<file path="src/rtl/lsa_pkg.sv">
`timescale 1ns/1ps
package lsa_pkg;
    localparam int LANES = 8;
    localparam int OFF_W = $clog2(LANES);
    localparam int DW    = 8 * LANES;

    typedef enum logic [1:0] {
        SZ_BYTE  = 2'd0,
        SZ_HALF  = 2'd1,
        SZ_WORD  = 2'd2,
        SZ_DWORD = 2'd3
    } op_size_e;

    typedef enum logic [2:0] {
        ST_IDLE,
        ST_ISSUE,
        ST_WAIT,
        ST_DONE,
        ST_FAULT
    } seq_state_e;

    typedef struct packed {
        logic             fault;
        logic             two_beat;
        logic [LANES-1:0] be_first;
        logic [LANES-1:0] be_second;
    } beat_plan_t;

    function automatic logic [OFF_W:0] op_bytes(input op_size_e s);
        return (OFF_W+1)'(1) << s;
    endfunction
endpackage

</file>
<file path="src/rtl/lsa_classify.sv">
`timescale 1ns/1ps
module lsa_classify
    import lsa_pkg::*;
(
    input  logic [OFF_W-1:0] off,
    input  op_size_e         size,
    input  logic             fp,
    input  logic             multi,
    output beat_plan_t       plan
);
    logic [OFF_W:0]     nbytes;
    logic [2*LANES-1:0] mask;
    logic               word_mis;

    always_comb begin
        nbytes   = op_bytes(size);
        word_mis = |off[1:0];
        // operand bytes occupy a 16-lane window starting at the line offset
        mask     = '1;
        mask     = mask << (2*LANES - int'(nbytes));
        mask     = mask >> off;
        plan.fault     = word_mis && (fp || multi);
        plan.be_first  = mask[2*LANES-1:LANES];
        plan.be_second = mask[LANES-1:0];
        plan.two_beat  = (|mask[LANES-1:0]) && !plan.fault;
    end
endmodule

</file>
<file path="src/rtl/lsa_store_steer.sv">
`timescale 1ns/1ps
module lsa_store_steer
    import lsa_pkg::*;
(
    input  logic [OFF_W-1:0] off,
    input  logic [OFF_W:0]   nbytes,
    input  logic [DW-1:0]    operand,
    output logic [DW-1:0]    beat_first,
    output logic [DW-1:0]    beat_second
);
    logic [2*DW-1:0] win;

    always_comb begin
        win = {operand, {DW{1'b0}}};
        win = win << (8 * (LANES - int'(nbytes)));
        win = win >> (8 * int'(off));
        beat_first  = win[2*DW-1:DW];
        beat_second = win[DW-1:0];
    end
endmodule

</file>
<file path="src/rtl/lsa_load_merge.sv">
`timescale 1ns/1ps
module lsa_load_merge
    import lsa_pkg::*;
(
    input  logic [OFF_W-1:0] off,
    input  logic [OFF_W:0]   nbytes,
    input  logic [DW-1:0]    line_first,
    input  logic [DW-1:0]    line_second,
    output logic [DW-1:0]    operand
);
    logic [2*DW-1:0] win;
    logic [DW-1:0]   top;

    always_comb begin
        win     = {line_first, line_second} << (8 * int'(off));
        top     = win[2*DW-1:DW];
        operand = top >> (8 * (LANES - int'(nbytes)));
    end
endmodule

</file>
<file path="src/rtl/lsu_align_splitter.sv">
`timescale 1ns/1ps
module lsu_align_splitter
    import lsa_pkg::*;
#(
    parameter int ADDR_W = 32
) (
    input  logic              clk,
    input  logic              rst,
    input  logic              req_valid,
    output logic              req_ready,
    input  logic [ADDR_W-1:0] req_addr,
    input  logic [1:0]        req_size,
    input  logic              req_fp,
    input  logic              req_multi,
    input  logic              req_store,
    input  logic [63:0]       req_wdata,
    output logic              cp_valid,
    input  logic              cp_ready,
    output logic [ADDR_W-1:0] cp_addr,
    output logic              cp_store,
    output logic [7:0]        cp_be,
    output logic [63:0]       cp_wdata,
    input  logic              cp_rvalid,
    input  logic [63:0]       cp_rdata,
    output logic              rsp_valid,
    output logic              rsp_fault,
    output logic [63:0]       rsp_data
);
    localparam int LINE_W = ADDR_W - OFF_W;

    seq_state_e        state;
    beat_plan_t        cls_plan, plan_q;
    op_size_e          eff_size;
    logic [OFF_W:0]    eff_bytes, nbytes_q;
    logic [OFF_W-1:0]  off_q;
    logic [LINE_W-1:0] line_q;
    logic              store_q, second_q;
    logic [DW-1:0]     st_first, st_second, wbeat0_q, wbeat1_q;
    logic [DW-1:0]     rd0_q, rd1_q, merged;
    logic              accept;

    assign eff_size  = req_multi ? SZ_WORD : op_size_e'(req_size);
    assign eff_bytes = op_bytes(eff_size);
    assign accept    = req_valid && req_ready;

    lsa_classify u_classify (
        .off   (req_addr[OFF_W-1:0]),
        .size  (eff_size),
        .fp    (req_fp),
        .multi (req_multi),
        .plan  (cls_plan)
    );

    lsa_store_steer u_steer (
        .off         (req_addr[OFF_W-1:0]),
        .nbytes      (eff_bytes),
        .operand     (req_wdata),
        .beat_first  (st_first),
        .beat_second (st_second)
    );

    lsa_load_merge u_merge (
        .off         (off_q),
        .nbytes      (nbytes_q),
        .line_first  (rd0_q),
        .line_second (rd1_q),
        .operand     (merged)
    );

    always_ff @(posedge clk) begin
        if (rst) begin
            state    <= ST_IDLE;
            plan_q   <= '0;
            nbytes_q <= '0;
            off_q    <= '0;
            line_q   <= '0;
            store_q  <= 1'b0;
            second_q <= 1'b0;
            wbeat0_q <= '0;
            wbeat1_q <= '0;
            rd0_q    <= '0;
            rd1_q    <= '0;
        end else begin
            unique case (state)
                ST_IDLE: if (req_valid) begin
                    plan_q   <= cls_plan;
                    nbytes_q <= eff_bytes;
                    off_q    <= req_addr[OFF_W-1:0];
                    line_q   <= req_addr[ADDR_W-1:OFF_W];
                    store_q  <= req_store;
                    second_q <= 1'b0;
                    wbeat0_q <= st_first;
                    wbeat1_q <= st_second;
                    rd0_q    <= '0;
                    rd1_q    <= '0;
                    state    <= cls_plan.fault ? ST_FAULT : ST_ISSUE;
                end
                ST_ISSUE: if (cp_ready) state <= ST_WAIT;
                ST_WAIT: if (cp_rvalid) begin
                    if (!second_q) begin
                        rd0_q <= cp_rdata;
                        if (plan_q.two_beat) begin
                            second_q <= 1'b1;
                            state    <= ST_ISSUE;
                        end else begin
                            state <= ST_DONE;
                        end
                    end else begin
                        rd1_q <= cp_rdata;
                        state <= ST_DONE;
                    end
                end
                ST_DONE:  state <= ST_IDLE;
                ST_FAULT: state <= ST_IDLE;
                default:  state <= ST_IDLE;
            endcase
        end
    end

    always_comb begin
        req_ready = (state == ST_IDLE);
        cp_valid  = (state == ST_ISSUE);
        cp_addr   = {line_q + LINE_W'(second_q), {OFF_W{1'b0}}};
        cp_store  = store_q;
        cp_be     = second_q ? plan_q.be_second : plan_q.be_first;
        cp_wdata  = second_q ? wbeat1_q : wbeat0_q;
        rsp_valid = (state == ST_DONE);
        rsp_fault = (state == ST_FAULT);
        rsp_data  = (rsp_valid && !store_q) ? merged : '0;
    end

    a_r2_line_address: assert property (@(posedge clk) disable iff (rst)
        cp_valid |-> (cp_addr[OFF_W-1:0] == '0));

    a_r3_integer_crossing: assert property (@(posedge clk) disable iff (rst)
        (accept && !req_fp && !req_multi &&
         ((int'(req_addr[OFF_W-1:0]) + int'(eff_bytes)) > LANES))
        |-> cls_plan.two_beat);

    a_r6_fp_fault: assert property (@(posedge clk) disable iff (rst)
        (accept && req_fp && (|req_addr[1:0])) |=> (rsp_fault && !cp_valid));

    a_r7_fp_double_split: assert property (@(posedge clk) disable iff (rst)
        (accept && req_fp && !req_multi && eff_size == SZ_DWORD &&
         req_addr[OFF_W-1:0] == 3'd4) |-> (cls_plan.two_beat && !cls_plan.fault));

    a_r8_multi_fault: assert property (@(posedge clk) disable iff (rst)
        (accept && req_multi && (|req_addr[1:0])) |=> rsp_fault);

    a_r9_lane_count: assert property (@(posedge clk) disable iff (rst)
        (accept && !cls_plan.fault) |->
        ($countones({cls_plan.be_first, cls_plan.be_second}) == int'(eff_bytes)));

    a_r10_exclusive: assert property (@(posedge clk) disable iff (rst)
        !(rsp_valid && rsp_fault));

    a_r10_busy: assert property (@(posedge clk) disable iff (rst)
        cp_valid |-> !req_ready);

    a_r10_single_pulse: assert property (@(posedge clk) disable iff (rst)
        (rsp_valid || rsp_fault) |=> (!rsp_valid && !rsp_fault && req_ready));

    a_r11_hold: assert property (@(posedge clk) disable iff (rst)
        (cp_valid && !cp_ready) |=>
        (cp_valid && $stable(cp_addr) && $stable(cp_be) && $stable(cp_wdata)));
endmodule

</file>
<file path="config.mk">
export PLATFORM = sky130hd
export DESIGN_NAME = lsu_align_splitter
export DESIGN_NICKNAME = d
export VERILOG_FILES = /design/src/rtl/lsa_pkg.sv /design/src/rtl/lsa_classify.sv /design/src/rtl/lsa_store_steer.sv /design/src/rtl/lsa_load_merge.sv /design/src/rtl/lsu_align_splitter.sv
export SDC_FILE = /design/constraint.sdc
export NUM_CORES = 1
export LEC_CHECK = 0
export ABC_AREA = 0
export ABC_CLOCK_PERIOD_IN_PS = 3900
export CAP_MARGIN = 20
export CORE_UTILIZATION = 40
export CTS_CLUSTER_DIAMETER = 40
export CTS_CLUSTER_SIZE = 20
export DETAILED_ROUTE_END_ITERATION = 10
export GPL_ROUTABILITY_DRIVEN = 0
export GPL_TIMING_DRIVEN = 0
export HOLD_SLACK_MARGIN = 0.02
export SKIP_LAST_GASP = 1
export SLEW_MARGIN = 10
export SYNTH_ARGS = -nofsm -noshare
export SYNTH_HDL_FRONTEND = slang
export SYNTH_SLANG_ARGS = --single-unit
</file>
<file path="constraint.sdc">
create_clock -name clk -period 3.9 [get_ports clk]
set_input_delay 0.78 -clock clk [delete_from_list [all_inputs] [get_ports clk]]
set_output_delay 0.78 -clock clk [all_outputs]
set_load 0.02 [all_outputs]
</file>
## Word level (Yosys, flattened, before mapping)

Cells that the tools add are included.

- Divide/modulo/power cells: 0
- $mul: 0
- Order comparisons: 0
- Muxes and demuxes: 23
- Bitwise logic cells: 0
- $add $sub $neg: 4
- Shifts and indexed selects: 7
- Reduce and logical (&&, ||, !) cells: 15
- Equality and inequality tests: 9

Operators with widths:

| kind | count |
|---|---|
| $mux 64 | 7 |
| $pmux 64 s2 | 2 |
| $shl 128x32->128 | 1 |
| $shl 128x6->128 | 1 |
| $shr 128x6->128 | 1 |
| $shr 64x32->64 | 1 |
| $shl 16x32->16 const A | 1 |
| $add 29x1->29 | 1 |
| $shr 16x3->16 | 1 |
| $mux 3 | 5 |
| $sub 4x4->5 const A | 2 |
| $pmux 3 s3 | 1 |
| $mux 8 | 1 |
| $ne 2x2->1 const B | 4 |
| $reduce_and 4->1 | 2 |
| $reduce_or 8->1 | 1 |
| $eq 3x2->1 const B | 2 |
| $reduce_and 3->1 | 2 |
| $sub 5x4->6 const A | 1 |
| $mux 1 | 4 |
| $mux 2 | 2 |
| $shl 1x2->4 const A | 1 |
| $eq 3x1->1 const B | 1 |
| $eq 3x3->1 const B | 1 |
| 9 further kinds | 12 |

- Latch bits: 0
- Output and inout port bits: 173
- Flip-flop bits (word level): 314
- ROM bits: 0
- RAM bits: 0
- Memories: 0

## Depth between registers and ports, before layout

- Depth in word-level cells: 7
- Mapped depth: 13

## Modules after synthesis

Synthesis repeated with hierarchy kept, for this count alone.

- Cell total of the unflattened synthesis: 2909
- Area, all modules: 23135.9 um^2

Modules (own cells, without submodules):

| module | area an instance (um^2) | times used | cells an instance |
|---|---|---|---|
| lsu_align_splitter | 12819.8 | 1 | 1495 |
| lsa_store_steer | 5127.4 | 1 | 809 |
| lsa_load_merge | 4897.2 | 1 | 556 |
| lsa_classify | 291.5 | 1 | 49 |

## Worst setup path after synthesis

No wires, ideal clock.

- Path kind: flip-flop to output port
- Start point: register nbytes_q[0]
- End point: output port rsp_data[39]
- Path buffers: 5
- Stages on the path, launching flop included: 13
- Arrival: 3.219 ns
- Setup slack: -0.099 ns
- Data required time: 3.120 ns
- Cells stage by stage: dfxtp_1 > buf_2 > buf_4 > inv_1 > buf_2 > clkbuf_1 > ha_1 > nand2b_1 > a211oi_1 > buf_2 > a221oi_1 > and2_1 > a211oi_1

- Longest elaborated chain between the ends: 3

Ends and longest elaborated chain:

| item | RTL line | source |
|---|---|---|
| start, declared | lsu_align_splitter.sv:34 | `logic [OFF_W:0] eff_bytes, nbytes_q;` |
| start signal, assigned | lsu_align_splitter.sv:87 | `nbytes_q <= eff_bytes;` |
| $sub 4x4->5 | lsa_load_merge.sv:17 | `operand = top >> (8 * (LANES - int'(nbytes)));` |
| $shr 64x32->64 | lsa_load_merge.sv:17 |  |
| $mux 64 | lsu_align_splitter.sv:129 | `rsp_data = (rsp_valid && !store_q) ? merged : '0;` |
| end, declared | lsu_align_splitter.sv:27 | `output logic [63:0] rsp_data` |

No other way between the ends.

## Worst setup path in the final report

- Start point: register off_q[2]
- End point: output port rsp_data[15]

- Longest elaborated chain between the ends: 3

Ends and longest elaborated chain:

| item | RTL line | source |
|---|---|---|
| start, declared | lsu_align_splitter.sv:35 | `logic [OFF_W-1:0] off_q;` |
| start signal, assigned | lsu_align_splitter.sv:88 | `off_q <= req_addr[OFF_W-1:0];` |
| $shl 128x6->128 | lsa_load_merge.sv:15 | `win = {line_first, line_second} << (8 * int'(off));` |
| $shr 64x32->64 | lsa_load_merge.sv:17 |  |
| $mux 64 | lsu_align_splitter.sv:129 |  |

No other way between the ends.

==> flow_results.org <==
** Status
- Result of the run :: finished, final reports clean

** STA
- Final worst-path cycle share :: 0.995
- Setup violations remaining at the end of the flow were counted as 0.
- Min setup slack post-route :: roughly 0.020 ns
- Number of max-slew violations in the final report :: 0
- The clock arrives with about 0.021 ns of skew.
- Max-Slew Margin vs Limit :: 0.272
- Final-layout setup total negative slack :: 0 ns
- Across all hold checks on the routed design, the worst slack comes to about 0.44 ns.
- RSZ-0062 raised after global routing :: true
- Min Clock Period, post-route :: 3.88 ns
- Maximum frequency from static timing analysis :: approximately 0.26 GHz
- At the pin with the least slew margin, the transition time is between 1 and 1.5 ns.
- Hold Vio Cnt, Final :: 0

** Min path
- The path class of the tightest hold or removal check is reg2reg.
- Hold endpoint :: plan_q[15]
- In this run the most critical hold path is launched from plan_q[15].
- Cell depth of the worst min-delay path :: 2

** Route
- Drt via density :: ~6.6
- Residual DRC count :: 0
- Dividing the detail-routed wire length by the instance count gives about 28 um.
- The pre-antenna-repair detailed-routing pass consisted of 6 iterations.
- Final wirelength :: just under 100000 um
- Number of DRC markers after the initial detailed-route iteration :: around 3300
- The final route contains between 20000 and 25000 vias.
- The detail route stage leaves a number of antenna-violating nets equal to 0.

** Place
- Counting tap cells, the placed design contains a total of about 3400 instances.
- Estimated wirelength of the detail-placed design :: approximately 75000 um
- The placed instances occupy a cell area of 0.0243 sq mm.
- Minimum setup slack after placement :: -1.37 ns
- In this run the tool buffered the top-level ports with 330 buffer cells.

** Synth
- The synthesized design contains between 200 and 300 register bits.
- Yosys printed 0 warnings.
- Fraction of the yosys area taken by sequential cells :: 0.296
- The synthesized netlist contains 76 unique library cells.
- The average instance in the mapped netlist occupies around 8.5 sq um.
- By area the synthesized netlist is led by dfxtp_1 (30%), mux4_2 (11%), mux2i_1 (7.2%), mux2_2 (6.9%), nand2_1 (6.8%).
- Synth top cells by count :: nand2_1 (364), dfxtp_1 (298), a21oi_1 (240), nand3_1 (147)
- dfxtp_1 takes more of the synthesized area than any other cell.
- Primary FF master, synth :: dfxtp_1
- Post-synthesis async set-or-reset flop share :: 0
- Count of flip-flops with a built-in enable after synthesis :: 0
- Synthesis produced a netlist whose cell count is 2377.
- Most frequently used cell type in the post-synthesis netlist :: nand2_1
- Summing every instance area after synthesis gives about 0.020 sq mm.
- Share of Yosys cell area claimed by the top area cell type :: 0.296

** Critical path
- For the worst flop-to-flop path, the logic depth is 8.
- Highest fanout seen on the critical path :: 10
- Together, buffers and inverters on the worst path number 4.
- The most numerous cell type found on the critical path is buf_2.
- Category of the worst setup path capture point :: output pin
- Nature of the critical path startpoint :: register
- STA puts the critical path data required time at ~3.1 ns.
- Largest stage delay, worst path :: just under 0.4 ns
- The setup check on the worst reg-to-reg path leaves a slack of roughly 0.48 ns.
- The worst setup path is of the reg2out kind.
- FF-to-FF End :: wbeat0_q[47]
- In this run the critical register-to-register path is launched from state[2].
- Slowest stage cell, crit path :: buf_2
- Arrival time of data at the critical path endpoint :: 3.10 ns
- On the critical path the largest part of the delay comes from buffers and inverters.
- Critical path, cell by cell :: buf_2 -> buf_2 -> buf_2 -> nand2_1 -> o21ai_0 -> nand2_1 -> a31oi_1 -> a21o_1 -> dlygate4sd2_1

** Layout
- Number of diodes :: 0
- NumNets Final :: ~3000
- In the final layout, the share of cells above drive strength 1 is 0.209.
- Area added between synthesis and finish :: 34.9%
- Post-route cell area :: between 0.02 and 0.03 sq mm
- The count of cells in the finished layout, fillers not included, comes to ~3500.

** Die
- Floorplan die area :: approximately 0.051 sq mm
- Row generation in the floorplan step produced between 80 and 90 rows.
- Measured along the y axis, the die boundary spans about 230 um.
- Pin placement for this block handled 343 I/O pins.
- Effective utilization at floorplan :: 0.409
- Die span in x :: between 200 and 250 um
- The region available for standard cell placement spans 0.0494 sq mm.

** Pwr
- Of the total power, the share spent switching nets is 0.362.
- Peak VDD IR :: between 0.0002 and 0.0003 V
- Leak :: 9.58 nW
- Proportion of power drawn by combinational gates :: 0.279
- Cell Pwr Density :: 406 mW/mm^2
- P_sw :: 0.00400 W
- The share of total power dissipated in sequential elements is 0.305.
- Cell internal power was estimated by the tool at 0.00704 W.
- Clock network power share :: 0.415

** Clocking
- Clock tree from TritonCTS :: done
- Library cell used as clock root buffer :: clkbuf_16
- After clock tree synthesis, the clock-pin slew on the worst setup and hold paths is 0.06 ns.
- Counting the buffers created by CTS gives 51.
- In this run, post-CTS hold repair placed 0 buffers.
- The clock passes through at most 3 buffers.
- CTS H-Tree Depth :: 2
- For this design, the sink count on the clock tree is a little under 300.
- Clock latency on the worst-skew pair, taken at its later pin, is 0.60 ns.

** Global route
- After global routing the overflow that remains totals 0.
- The first global-routing pass estimated 142000 um of wire.
- The via count of the first global-routing pass came to roughly 22000.
- Gr usage total :: 0.377
- Entering global routing, the biggest net connects 16 pins.
- The initial antenna violation count was 4.

** Run
- The tool flagged a number of max-cap violations equal to 0.
-- cells by family after synthesis --
logic type | count (synthesis) | synth area share
simple gates | 752 | 0.166
compound gates | 675 | 0.217
mux | 367 | 0.251
flops | 298 | 0.296
buf+inv | 252 | 0.0557
xor+xnor | 28 | 0.0122
fa+ha+maj | 4 | 0.00236
other cells | 1 | 0.000186
-- worst reg2reg max path, stage by stage (launching register included) --
cell and delay (ns):
dfxtp_1 0.29, buf_2 0.18, nor4b_2 0.71, clkbuf_1 0.63, nor2_1 0.34, clkbuf_1 0.39
clkbuf_1 0.46, nand2_1 0.17, o21ai_0 0.11
-- cells in the final DEF, fill, tap and decap left out, drive strengths merged, types with 25 or more instances in the layout --
master / synthesis / final
nand3: 147 / 147
mux2i: 145 / 145
nor2: 114 / 114
o21ai: 126 / 126
a22o: 41 / 41
inv: 20 / 42
buf: 84 / 141
a21oi: 241 / 241
o22ai: 43 / 43
nand2: 365 / 365
clkbuf: 145 / 199
and2: 25 / 25
clkdlybuf4s50: 0 / 262
dlygate4sd2: 1 / 29
mux2: 124 / 124
a22oi: 44 / 44
dfxtp: 298 / 298
nor3: 35 / 35
mux4: 98 / 98
-- worst max-delay path by stage --
stage	from	end	depth (start not counted)
CTS	nbytes_q[0]	rsp_data[23]	14
detailed placement	nbytes_q[0]	rsp_data[3]	14
global route	off_q[1]	rsp_data[12]	9
finish	off_q[2]	rsp_data[15]	9
global placement	nbytes_q[0]	rsp_data[3]	14
floorplan	nbytes_q[0]	rsp_data[3]	13
-- repair_timing --
item,CTS,global route
resized for setup,340,80
buffers inserted,26,8
setup endpoints to repair,146,84
gates cloned,3,0
pin swaps,19,11
-- layout make-up --
type	count	area, sq um
repair buffers	369	3540
well taps	664	831
plain buffers	224	1300
inverters	22	87.6
flip-flops and latches	298	5970
clock inverters	40	419
clock buffers	56	1360
fillers	4493	22100
multi-input cells	1829	13700
-- metal layers --
metal | part of all wire | track usage | wire (um)
met3 | 0.12 | 0.0885 | 11600
met4 | 0.075 | 0.243 | 7430
met1 | 0.36 | 0.466 | 35900
met5 | 0.00046 | 0 | 45
met2 | 0.44 | 0.588 | 43700
-- sequential cells by signal (all words and copies together), names as in the netlist --
register,cells
rd0_q,64
wbeat0_q,64
rd1_q,56
wbeat1_q,56
line_q,29
plan_q,17
nbytes_q,4
off_q,3
state,3
cp_store,1
second_q,1
-- power groups by stage --
stage	clock network, W	logic [W]	registers (W)
after floorplan	0	0.00163	0.00336
after global placement	0	0.00274	0.00342
after detailed placement	0	0.00276	0.00342
after CTS	0.00462	0.00289	0.00336
after global routing	0.00477	0.00319	0.00339
final	0.00459	0.00308	0.00337
-- stage by stage --
stage	utilization	power, W
final	0.551	0.0110
after global routing	0.551	0.0113
after CTS	0.545	0.0109
after detailed placement	0.493	0.00618
after global placement	0.493	0.00616
after floorplan	-	0.00499
(Power assumes the default switching activity.)
